**src/rtl/pcseq_pkg.sv**
```systemverilog
package pcseq_pkg;
  typedef enum logic [1:0] {
    ACT_HOLD      = 2'd0,
    ACT_FAULT     = 2'd1,
    ACT_STEP_UOP  = 2'd2,
    ACT_NEXT_INSN = 2'd3
  } seq_act_e;
endpackage

```
**src/rtl/pcseq_decide.sv**
```systemverilog
module pcseq_decide
  import pcseq_pkg::*;
(
  input  logic     adv,
  input  logic     fault,
  input  logic     in_macro,
  input  logic     is_macro,
  input  logic     last_uop,
  output seq_act_e act
);
  logic busy_macro;

  always_comb begin
    busy_macro = in_macro | is_macro;
    if (!adv)                       act = ACT_HOLD;
    else if (fault)                 act = ACT_FAULT;
    else if (busy_macro && !last_uop) act = ACT_STEP_UOP;
    else                            act = ACT_NEXT_INSN;
  end
endmodule

```
**src/rtl/pcseq_upc.sv**
```systemverilog
module pcseq_upc
  import pcseq_pkg::*;
#(
  parameter int UW = 8
) (
  input  logic          clk,
  input  logic          rst,
  input  seq_act_e      act,
  input  logic          adv,
  input  logic          fault,
  input  logic          last_uop,
  output logic [UW-1:0] upc,
  output logic          in_macro
);
  localparam logic [UW-1:0] UONE = UW'(1);
  logic [UW-1:0] nupc;

  always_ff @(posedge clk) begin
    if (rst) begin
      upc      <= '0;
      nupc     <= UONE;
      in_macro <= 1'b0;
    end else begin
      case (act)
        ACT_FAULT, ACT_NEXT_INSN: begin
          upc      <= '0;
          nupc     <= UONE;
          in_macro <= 1'b0;
        end
        ACT_STEP_UOP: begin
          upc      <= nupc;
          nupc     <= nupc + UONE;
          in_macro <= 1'b1;
        end
        default: ;
      endcase
    end
  end

  AST_UPC_ZERO_IDLE: assert property (@(posedge clk) disable iff (rst)
    !in_macro |-> upc == '0) else $error("upc nonzero outside macro");
  AST_UPC_STEP: assert property (@(posedge clk) disable iff (rst)
    in_macro && adv && !fault && !last_uop |=> upc == $past(upc) + UONE)
    else $error("upc did not step");
  AST_FAULT_CLEARS: assert property (@(posedge clk) disable iff (rst)
    adv && fault |=> !in_macro && upc == '0) else $error("fault kept macro");
endmodule

```
**src/rtl/pcseq_pc_chain.sv**
```systemverilog
module pcseq_pc_chain
  import pcseq_pkg::*;
#(
  parameter int          AW         = 32,
  parameter int          INSN_BYTES = 4,
  parameter bit          DELAY_SLOT = 1'b1,
  parameter logic [31:0] RESET_VEC  = 32'h0000_1000
) (
  input  logic          clk,
  input  logic          rst,
  input  seq_act_e      act,
  input  logic          adv,
  input  logic          fault,
  input  logic          in_macro,
  input  logic          last_uop,
  input  logic [AW-1:0] fault_vec,
  output logic [AW-1:0] pc
);
  localparam logic [AW-1:0] STEP  = AW'(INSN_BYTES);
  localparam logic [AW-1:0] RVEC  = AW'(RESET_VEC);

  logic [AW-1:0] npc;

  generate
    if (DELAY_SLOT) begin : g_dslot
      logic [AW-1:0] nnpc;
      always_ff @(posedge clk) begin
        if (rst) begin
          pc   <= RVEC;
          npc  <= RVEC + STEP;
          nnpc <= RVEC + STEP + STEP;
        end else begin
          case (act)
            ACT_FAULT: begin
              pc   <= fault_vec;
              npc  <= fault_vec + STEP;
              nnpc <= fault_vec + STEP + STEP;
            end
            ACT_NEXT_INSN: begin
              pc   <= npc;
              npc  <= nnpc;
              nnpc <= nnpc + STEP;
            end
            default: ;
          endcase
        end
      end
    end else begin : g_plain
      always_ff @(posedge clk) begin
        if (rst) begin
          pc  <= RVEC;
          npc <= RVEC + STEP;
        end else begin
          case (act)
            ACT_FAULT: begin
              pc  <= fault_vec;
              npc <= fault_vec + STEP;
            end
            ACT_NEXT_INSN: begin
              pc  <= npc;
              npc <= npc + STEP;
            end
            default: ;
          endcase
        end
      end
    end
  endgenerate

  AST_PC_HOLD_MACRO: assert property (@(posedge clk) disable iff (rst)
    in_macro && adv && !fault && !last_uop |=> $stable(pc))
    else $error("pc moved mid macro");
  AST_FAULT_VEC: assert property (@(posedge clk) disable iff (rst)
    adv && fault |=> pc == $past(fault_vec)) else $error("fault vector missed");
  AST_IDLE_HOLD: assert property (@(posedge clk) disable iff (rst)
    !adv |=> $stable(pc)) else $error("pc moved without advance");
endmodule

```
**src/rtl/pc_sequencer.sv**
```systemverilog
module pc_sequencer
  import pcseq_pkg::*;
#(
  parameter int          AW         = 32,
  parameter int          UW         = 8,
  parameter int          INSN_BYTES = 4,
  parameter bit          DELAY_SLOT = 1'b1,
  parameter logic [31:0] RESET_VEC  = 32'h0000_1000
) (
  input  logic          clk,
  input  logic          rst,
  input  logic          adv_i,
  input  logic          is_macro_i,
  input  logic          last_uop_i,
  input  logic          fault_i,
  input  logic [AW-1:0] fault_vec_i,
  output logic [AW-1:0] pc_o,
  output logic [UW-1:0] upc_o,
  output logic          in_macro_o
);
  seq_act_e act;

  pcseq_decide u_decide (
    .adv      (adv_i),
    .fault    (fault_i),
    .in_macro (in_macro_o),
    .is_macro (is_macro_i),
    .last_uop (last_uop_i),
    .act      (act)
  );

  pcseq_upc #(.UW(UW)) u_upc (
    .clk      (clk),
    .rst      (rst),
    .act      (act),
    .adv      (adv_i),
    .fault    (fault_i),
    .last_uop (last_uop_i),
    .upc      (upc_o),
    .in_macro (in_macro_o)
  );

  pcseq_pc_chain #(
    .AW(AW), .INSN_BYTES(INSN_BYTES), .DELAY_SLOT(DELAY_SLOT), .RESET_VEC(RESET_VEC)
  ) u_chain (
    .clk       (clk),
    .rst       (rst),
    .act       (act),
    .adv       (adv_i),
    .fault     (fault_i),
    .in_macro  (in_macro_o),
    .last_uop  (last_uop_i),
    .fault_vec (fault_vec_i),
    .pc        (pc_o)
  );

  AST_ENTRY_HOLDS_PC: assert property (@(posedge clk) disable iff (rst)
    adv_i && !fault_i && !in_macro_o && is_macro_i && !last_uop_i |=>
      in_macro_o && $stable(pc_o)) else $error("macro entry wrong");
  AST_RETIRE_ADVANCES: assert property (@(posedge clk) disable iff (rst)
    adv_i && !fault_i && in_macro_o && last_uop_i |=>
      !in_macro_o && pc_o != $past(pc_o)) else $error("retire did not advance");
endmodule

```
**config.mk**
```make
export PLATFORM = sky130hd
export DESIGN_NAME = pc_sequencer
export DESIGN_NICKNAME = d
export VERILOG_FILES = /design/src/rtl/pcseq_pkg.sv /design/src/rtl/pcseq_decide.sv /design/src/rtl/pcseq_upc.sv /design/src/rtl/pcseq_pc_chain.sv /design/src/rtl/pc_sequencer.sv
export SDC_FILE = /design/constraint.sdc
export NUM_CORES = 1
export LEC_CHECK = 0
export BUFFER_PORTS_ARGS = -buffer_cell sky130_fd_sc_hd__clkbuf_2
export CAP_MARGIN = 30
export CORE_ASPECT_RATIO = 0.6
export CORE_UTILIZATION = 30
export CTS_CLUSTER_SIZE = 10
export DETAILED_ROUTE_END_ITERATION = 10
export GPL_ROUTABILITY_DRIVEN = 0
export GPL_TIMING_DRIVEN = 1
export PLACE_DENSITY_LB_ADDON = 0.2
export REMOVE_ABC_BUFFERS = 1
export SKIP_CTS_REPAIR_TIMING = 1
export SYNTH_ARGS = -nofsm -noshare
export SYNTH_HDL_FRONTEND = slang
export SYNTH_SLANG_ARGS = --single-unit
```
**constraint.sdc**
```tcl
create_clock -name clk -period 9.7 [get_ports clk]
set_clock_uncertainty 0.2 [all_clocks]
set_input_delay 1.455 -clock clk [delete_from_list [all_inputs] [get_ports clk]]
set_output_delay 1.455 -clock clk [all_outputs]
set_load 0.005 [all_outputs]
```
==> results_dict.tcl, run 1 <==
set metrics [dict create \
    cts_buffers 17 \
    drive_above_1_share 0.1603 \
    post-place-ws_ns 4.105 \
    wl_per_cell_um 16.97 \
    floorplan.die_area_sq_um 21090 \
    worstPathArrival_ns 5.42 \
    routed_wirelength_um 19250 \
    p_int_w 0.0009708 \
    cellLeakagePower_nw 2.709 \
    status "finished with violations" \
    crit_type "in -> reg" \
    cts_buffer_depth 2 \
    synthesis.instances 803 \
    grt_max_degree 89 \
    slew-limit-headroom 0.3974 \
    drt_pass1_iterations 8 \
    io_pins 79 \
    grt.total_usage 0.1868 \
    synthTopCellsByCount "129 x nand2_1, 116 x nor2_1, 113 x dfxtp_1" \
    swShare 0.2739 \
    vdd_drop_max_v 0.0001243 \
    htree_levels 4 \
    diodes 0 \
    final_antenna_net_count 0 \
    tightest_slew_ns 0.9016 \
    hold_class "reg -> reg" \
    antenna_found_initial 0 \
    hold_viol 0 \
    finalCritPeriodShare 0.5446 \
    synth.most_common_cell "nand2_1" \
    clockRootBuffer "clkbuf_16" \
    drc 1 \
    coreArea_sq_um 20020 \
    slew_viol_final 0 \
    synth_cell_types 71 \
    synthFlopType "dfxtp_1" \
    grt_pass1_vias 5411 \
    multi_input_area_sq_um 3650 \
    avgSynthCellArea_sq_um 7.655 \
    die_w_um 186.8 \
    start_util 0.3071 \
    area_growth_pct 19.32 \
    yosys_warnings 0 \
    cp.required_ns 9.83 \
    grt_overflow 0 \
    syn_area_sq_um 6147 \
    hpwl_um 13090 \
    seq_area_frac_synth 0.3680 \
    p_sw_w 0.0003662 \
    clock-sinks 113 \
    fin_nets 889 \
    critical_path.endpoint_type "flop" \
    finalPower_w 0.001337 \
    period_needed_ns 5.282 \
    async_reset_ff_frac 0 \
    ys_top_cells_by_area "dfxtp_1 37%, nand2_1 7.9%, nor2_1 7.1%" \
    seqPwrFrac 0.386 \
    drv_cap 0 \
    cts_tree "done" \
    fillers 2139 \
    yosysTopAreaCellShare 0.3680 \
    synth_largest_area_cell "dfxtp_1" \
    rsz0062_at_grt "no" \
    synth_seq_cells 113 \
    clock.fmax_mhz 189.3 \
    path_max_fanout 45 \
    io_buffer_count 78 \
    clk_pin_slew_ns 0.06 \
    seqCellArea_sq_um 2262 \
    routed_via_density 5.308 \
    setup_ws_ns 4.418 \
    power_density_nw_per_um2 182.3 \
    pwr-share-comb 0.139 \
    dieHeight_um 112.9 \
    violations "design-rule violations" \
    grt_pass1_wl_um 31200 \
    power_frac_clock 0.475 \
    clk_latency_ns 0.42 \
    vias 6019 \
    fp-row-count 40 \
    final_util 0.3664 \
    start_kind "primary input" \
    setup-tns-final_ns 0 \
    finalSetupViolCount 0 \
    synth_edf_count 0 \
    drtIter0Drc 577 \
]
[worst paths after layout]
path,from,endpoint,slack (ns),depth (start not counted)
max reg2reg,u_upc.in_macro,u_chain.g_dslot.nnpc[22],5.29,10
max,adv_i,u_chain.g_dslot.nnpc[22],4.42,10
min,u_chain.npc[2],u_chain.npc[2],0.25,2
min reg2reg,u_chain.npc[2],u_chain.npc[2],0.25,2
[worst max-delay path: stages]
cell      delay (ns)
clkbuf_2        0.08
buf_4           0.34
nand2b_1        0.31
nor2_4          0.51
buf_4           0.54
a211oi_1        0.28
nor4b_2         0.69
nand2_1         0.41
or4_1           0.48
a311oi_1        0.25
[layout make-up]
class                   count  area share
multi-input cells         625      0.4976
repair buffers             85     0.06414
clock buffers              21     0.06141
clock inverters            11     0.01876
well taps                 273     0.04657
flip-flops and latches    113      0.3084
inverters                   6    0.003071
[state kept, by name, summed over array words and instances (netlist names)]
name / flops
u_chain.g_dslot.nnpc: 32
u_chain.npc: 32
u_chain.pc: 32
u_upc.in_macro: 1
u_upc.nupc: 8
u_upc.upc: 8
[cells in the final DEF (no fill, tap or decap), types with 18 or more instances in the layout]
| cell type | synthesis | final |
|---|---|---|
| nand2_1 | 129 | 128 |
| a21oi_1 | 58 | 58 |
| nor2_1 | 116 | 116 |
| a311oi_1 | 29 | 29 |
| nand4_1 | 18 | 18 |
| clkbuf_2 | 0 | 77 |
| dfxtp_1 | 113 | 113 |
| a211oi_1 | 25 | 25 |
| nand3_1 | 20 | 20 |
| nor3_1 | 18 | 18 |
[cell families after synthesis]
| family | after synthesis | share of synthesized area |
|---|---|---|
| and+or+nand+nor | 391 | 0.3074 |
| muxes | 7 | 0.01181 |
| adders and majority gates | 3 | 0.006107 |
| DFF | 113 | 0.3680 |
| buffers and inverters | 65 | 0.04315 |
| xor gates and xnor gates | 28 | 0.03989 |
| AOI/OAI and AO/OA | 196 | 0.2237 |
[power groups by stage]
stage	logic [W]	clock network, W	registers, W
6_report	0.000185	0.000636	0.000516
5_1_grt	0.000207	0.000670	0.000519
4_1_cts	0.000185	0.000648	0.000515
3_5_place_dp	0.000184	0	0.000525
3_3_place_gp	0.000183	0	0.000525
2_1_floorplan	0.000113	0	0.000522
[metal layers]
layer / vias up / track usage / part of all wire / wire length [um]
met5: - / 0 / 0 / 0
met4: 0 / 0.04863 / 0.0054 / 104
met3: 12 / 0.04342 / 0.053 / 1014
met2: 185 / 0.2328 / 0.37 / 7066
met1: 2804 / 0.3037 / 0.57 / 11060
li1: 3018 / - / - / -
[through the flow]
stage	cells	hold WS, ns	cell area (sq um)
floorplan	744	0.2227	5904
global placement	1101	0.2345	6726
detailed placement	1102	0.2363	6746
CTS	1134	0.2449	7335
global route	1134	0.2606	7335
finish	1134	0.2452	7335
No activity file was read; power rests on OpenSTA's default activity.
==> run 2, diff against run 1 <==
==> constraint.sdc (replaced) <==
create_clock -name clk -period 4.5 [get_ports clk]
set_clock_uncertainty 0.2 [all_clocks]
set_input_delay 0.675 -clock clk [delete_from_list [all_inputs] [get_ports clk]]
set_output_delay 0.675 -clock clk [all_outputs]
set_load 0.005 [all_outputs]
==> run 2 against run 1 <==
Compared with the run above:
- utilization rose by 0.52 points
- power rose by 110%
- sequential power rose by 120%
- critical path type unchanged
- cell count rose by 1.4%
- non-clock buffer count rose by 17
- wire length rose by 1.1%
- first-iteration DRC count rose by 1.0%
- largest power group unchanged
- the run still ends with design-rule violations left
- cell area rose by 1.4%
- die area did not move
- setup slack got worse by 3.6 ns
- sequential cell count did not move
- combinational power rose by 120%
- critical endpoint is now u_chain.g_dslot.nnpc[29]
==> results_dict.tcl, run 2 (synthesis results as in run 1) <==
set metrics [dict create \
    status "finished with violations" \
    fillers 2120 \
    drt_pass1_iterations 7 \
    hold_class "reg -> reg" \
    wl_per_cell_um 16.93 \
    die_w_um 186.8 \
    routed_via_density 5.284 \
    diodes 0 \
    period_needed_ns 3.732 \
    setup_ws_ns 0.7682 \
    start_kind "primary input" \
    start_util 0.3071 \
    area_growth_pct 21.03 \
    tightest_slew_ns 0.9017 \
    cellLeakagePower_nw 2.781 \
    grt_pass1_wl_um 31520 \
    io_buffer_count 78 \
    busiest_layer "met1" \
    coreArea_sq_um 20020 \
    clock-sinks 113 \
    slew-limit-headroom 0.3973 \
    finalPower_w 0.002868 \
    layout_common_cells "128 x nand2_1, 116 x nor2_1, 113 x dfxtp_1" \
    cts_buffers 17 \
    hold_ws_ns 0.2444 \
    floorplan.die_area_sq_um 21090 \
    p_sw_w 0.0007816 \
    swShare 0.2725 \
    critical_path.endpoint_type "flop" \
    final_antenna_net_count 0 \
    grt_overflow 0 \
    drtIter0Drc 583 \
    pwr-share-comb 0.143 \
    largestRegisters "u_chain.g_dslot.nnpc x32, u_chain.npc x32, u_chain.pc x32" \
    finalCritPeriodShare 0.8293 \
    seqCellArea_sq_um 2262 \
    vias 6077 \
    p_int_w 0.002087 \
    grt.total_usage 0.1902 \
    met2_usage 0.2388 \
    dieHeight_um 112.9 \
    drive_above_1_share 0.1745 \
    rsz0062_at_grt "no" \
    post-place-ws_ns 0.3572 \
    vdd_drop_max_v 0.0002789 \
    hpwl_um 13980 \
    fin_nets 906 \
    clk_pin_slew_ns 0.06 \
    finalSetupViolCount 0 \
    hold_viol 0 \
    violations "design-rule violations" \
    htree_levels 4 \
    path_max_fanout 11 \
    seqPwrFrac 0.388 \
    routed_wirelength_um 19470 \
    placedCellCount 1119 \
    clock.fmax_mhz 268.0 \
    cts_buffer_depth 2 \
    grt_pass1_vias 5542 \
    power_density_nw_per_um2 385.6 \
    antenna_found_initial 0 \
    instances_no_fill 1150 \
    crit_type "in -> reg" \
    cts_tree "done" \
    use_met1 0.3099 \
    clk_latency_ns 0.41 \
    cp.required_ns 4.61 \
    io_pins 79 \
    slew_viol_final 0 \
    drv_cap 0 \
    fp-row-count 40 \
    multi_input_area_sq_um 3650 \
    grt_max_degree 70 \
    worstPathArrival_ns 3.84 \
    power_frac_clock 0.470 \
    use_met3 0.03443 \
    layout_commonest_cell "nand2_1" \
    drc 1 \
    clockRootBuffer "clkbuf_16" \
]
==> run 2: changes by cell type in the layout (fill, tap and decap cells not counted) <==
cell	delta
buf_4	+18
clkinv_2	-2
clkinv_4	+2
buf_12	-1
clkbuf_1	+1
clkbuf_8	-1
clkinvlp_4	-1
==> run 2: per-layer routing <==
| layer | wire length (um) | vias to the layer above |
|---|---|---|
| met5 | 0 | - |
| met4 | 229 | 0 |
| met3 | 1221 | 18 |
| met2 | 7066 | 197 |
| met1 | 10950 | 2800 |
| li1 | - | 3062 |
==> run 2: critical path, stage by stage <==
cell	delay (ns)
clkbuf_2	0.20
and4_1	0.39
nand3_1	0.42
nor4_1	0.45
o31ai_1	0.11
a2111oi_1	0.68
o21ai_2	0.31
o31a_1	0.35
nor4_1	0.24
==> run 2: worst paths after layout <==
path	depth (start not counted)	startpoint	endpoint	slack, ns
worst min register to register	2	u_chain.npc[2]	u_chain.npc[2]	0.24
worst max-delay path	9	fault_vec_i[5]	u_chain.g_dslot.nnpc[29]	0.77
worst max register to register	9	u_upc.in_macro	u_chain.g_dslot.nnpc[22]	1.22
worst min-delay path	2	u_chain.npc[2]	u_chain.npc[2]	0.24
==> run 2: power groups by stage <==
stage | sequential, W | combinational, W | clock (W)
after global routing | 0.00112 | 0.000459 | 0.00142
after floorplan | 0.00112 | 0.000243 | 0
after global placement | 0.00113 | 0.000408 | 0
after CTS | 0.00111 | 0.000408 | 0.00138
final | 0.00111 | 0.000409 | 0.00135
after detailed placement | 0.00113 | 0.000406 | 0
==> run 2: stage by stage <==
| stage | TNS, ns | utilization | instance area [sq um] |
|---|---|---|---|
| 3_5_place_dp | 0 | 0.3428 | 6862 |
| 6_report | 0 | 0.3716 | 7440 |
| 5_1_grt | 0 | 0.3716 | 7440 |
| 3_3_place_gp | 0 | 0.3428 | 6862 |
| 2_1_floorplan | -136.42 | - | 5904 |
| 4_1_cts | 0 | 0.3716 | 7440 |
==> run 2: area by class of cell <==
class                      count  area share
clock buffer                  21     0.05920
clock inverter                10     0.01850
inverter                       6    0.003027
multi-input combinational    625      0.4906
sequential                   113      0.3041
tap                          273     0.04591
timing repair buffer         102     0.07871
==> run 3, diff against run 2 <==
==> constraint.sdc (replaced) <==
create_clock -name clk -period 3.7 [get_ports clk]
set_clock_uncertainty 0.2 [all_clocks]
set_input_delay 0.555 -clock clk [delete_from_list [all_inputs] [get_ports clk]]
set_output_delay 0.555 -clock clk [all_outputs]
set_load 0.005 [all_outputs]
==> run 3 against run 2 <==
Compared with the run above:
- the run still ends with design-rule violations left
- non-clock buffer count rose by 30
- critical path depth is the same
- power increased by 30%
- cell area up 4.5%
- clock power is 36% higher
- wire length is 3.0% higher
- clock-buffer cell count decreased by 2
- via count grew 0.20%
- hold slack got worse by 0.041 ns
- largest cell class unchanged
- largest power group unchanged
==> results_dict.tcl, run 3 (synthesis results as in run 1) <==
set metrics [dict create \
    routed_via_density 5.156 \
    clock.fmax_mhz 302.1 \
    period_needed_ns 3.311 \
    grt_max_degree 64 \
    drtIter0Drc 461 \
    grt_pass1_vias 5583 \
    hold_class "in -> reg" \
    rsz0062_at_grt "no" \
    clk_pin_slew_ns 0.05 \
    cts_tree "done" \
    fin_nets 936 \
    drt_pass1_iterations 7 \
    cts_buffers 17 \
    io_pins 79 \
    floorplan.die_area_sq_um 21090 \
    placed_area_sq_um 7112 \
    power_density_nw_per_um2 479.0 \
    diodes 0 \
    drive_above_1_share 0.2070 \
    coreArea_sq_um 20020 \
    area_growth_pct 26.44 \
    cts_buffer_depth 2 \
    die_w_um 186.8 \
    cp.required_ns 3.84 \
    worstPathArrival_ns 3.45 \
    largestRegisters "u_chain.g_dslot.nnpc x32, u_chain.npc x32, u_chain.pc x32" \
    critPathSlowestCell "o21bai_1" \
    drv_cap 0 \
    clock-sinks 113 \
    hpwl_um 14460 \
    crit_buf_inv 2 \
    wl_per_cell_um 16.98 \
    fillers 2098 \
    routed_wirelength_um 20060 \
    grt_pass1_wl_um 32110 \
    fp-row-count 40 \
    path_max_fanout 38 \
    layout_common_cells "128 x nand2_1, 116 x nor2_1, 113 x dfxtp_1" \
    critical_path.endpoint_type "flop" \
    crit_chain "o21bai_1 > nand2_2 > buf_4 > a21oi_1 > nor4b_2 > buf_4 > nand2_2 > or4_1 > a311oi_1" \
    critPathTopFamily "simple AND/OR/NAND/NOR gates" \
    slew_viol_final 0 \
    hold_viol 0 \
    layout_commonest_cell "nand2_1" \
    final_area_sq_um 7772 \
    clockRootBuffer "clkbuf_16" \
    vias 6089 \
    start_kind "flop" \
    cellLeakagePower_nw 2.970 \
    slew-limit-headroom 0.4904 \
    clk_latency_ns 0.42 \
    finalCritPeriodShare 0.8948 \
    grt_overflow 0 \
    crit_type "reg -> reg" \
    tightest_slew_ns 0.7616 \
    final_antenna_net_count 0 \
    dieHeight_um 112.9 \
    vdd_drop_max_v 0.0003597 \
    htree_levels 4 \
    finalSetupViolCount 0 \
    drc 1 \
    grt.total_usage 0.1968 \
    status "finished with violations" \
    antenna_found_initial 0 \
    violations "design-rule violations" \
    cpPeakStageDelay_ns 0.48 \
    io_buffer_count 78 \
    finalPower_w 0.003723 \
    hold_ws_ns 0.2033 \
    start_util 0.3071 \
]
-- run 3: changes by cell type in the layout (fill, tap and decap cells not counted) --
cell and change:
buf_12 +2, buf_4 +28, bufinv_16 +2, clkbuf_1 -4, clkbuf_8 +2, clkinv_2 -1
clkinv_4 -1, clkinvlp_4 +2, inv_6 +1
-- run 3: worst min-delay path: stages --
cell	delay [ns]
clkbuf_2	0.10
nand3_1	0.06
a21oi_1	0.05
-- run 3: final timing paths --
| kind | cells after the start | end | slack (ns) | from |
|---|---|---|---|---|
| worst min register to register | 2 | u_chain.npc[2] | 0.25 | u_chain.npc[2] |
| worst max register to register | 9 | u_chain.g_dslot.nnpc[23] | 0.39 | u_upc.in_macro |
| worst max-delay path | 9 | u_chain.g_dslot.nnpc[23] | 0.39 | u_upc.in_macro |
| worst min-delay path | 3 | u_chain.g_dslot.nnpc[0] | 0.20 | fault_vec_i[0] |
-- run 3: routing by layer --
metal	vias to the layer above	routed length (um)	GRT usage	part of all wire
met4	0	223	0.05956	0.011
li1	3119	-	-	-
met2	167	7384	0.2490	0.37
met5	-	0	0	0
met1	2786	11350	0.3145	0.57
met3	17	1097	0.04529	0.055
-- run 3: metrics by stage --
step	worst slack [ns]	TNS, ns	cells	util
floorplan	-2.592	-196.71	744	-
finish	0.3894	0	1181	0.3883
global placement	0.1371	0	1149	0.3553
global route	0.1508	0	1181	0.3883
CTS	0.4005	0	1181	0.3883
detailed placement	0.1481	0	1149	0.3553
-- run 3: area by class of cell --
type / count / area (sq um) / share of cell area
clock buffer: 19 / 452.9 / 0.05827
multi-input combinational: 625 / 3650 / 0.4696
tap: 273 / 341.6 / 0.04395
sequential: 113 / 2262 / 0.2910
timing repair buffer: 132 / 835.8 / 0.1075
clock inverter: 13 / 207.7 / 0.02672
inverter: 6 / 22.52 / 0.002898
-- run 3: where the power goes --
group	internal (W)	switching, W	leakage [nW]
clock network	0.00123	0.000611	0.312
logic	0.000208	0.000322	1.73
registers	0.00130	0.0000514	0.932
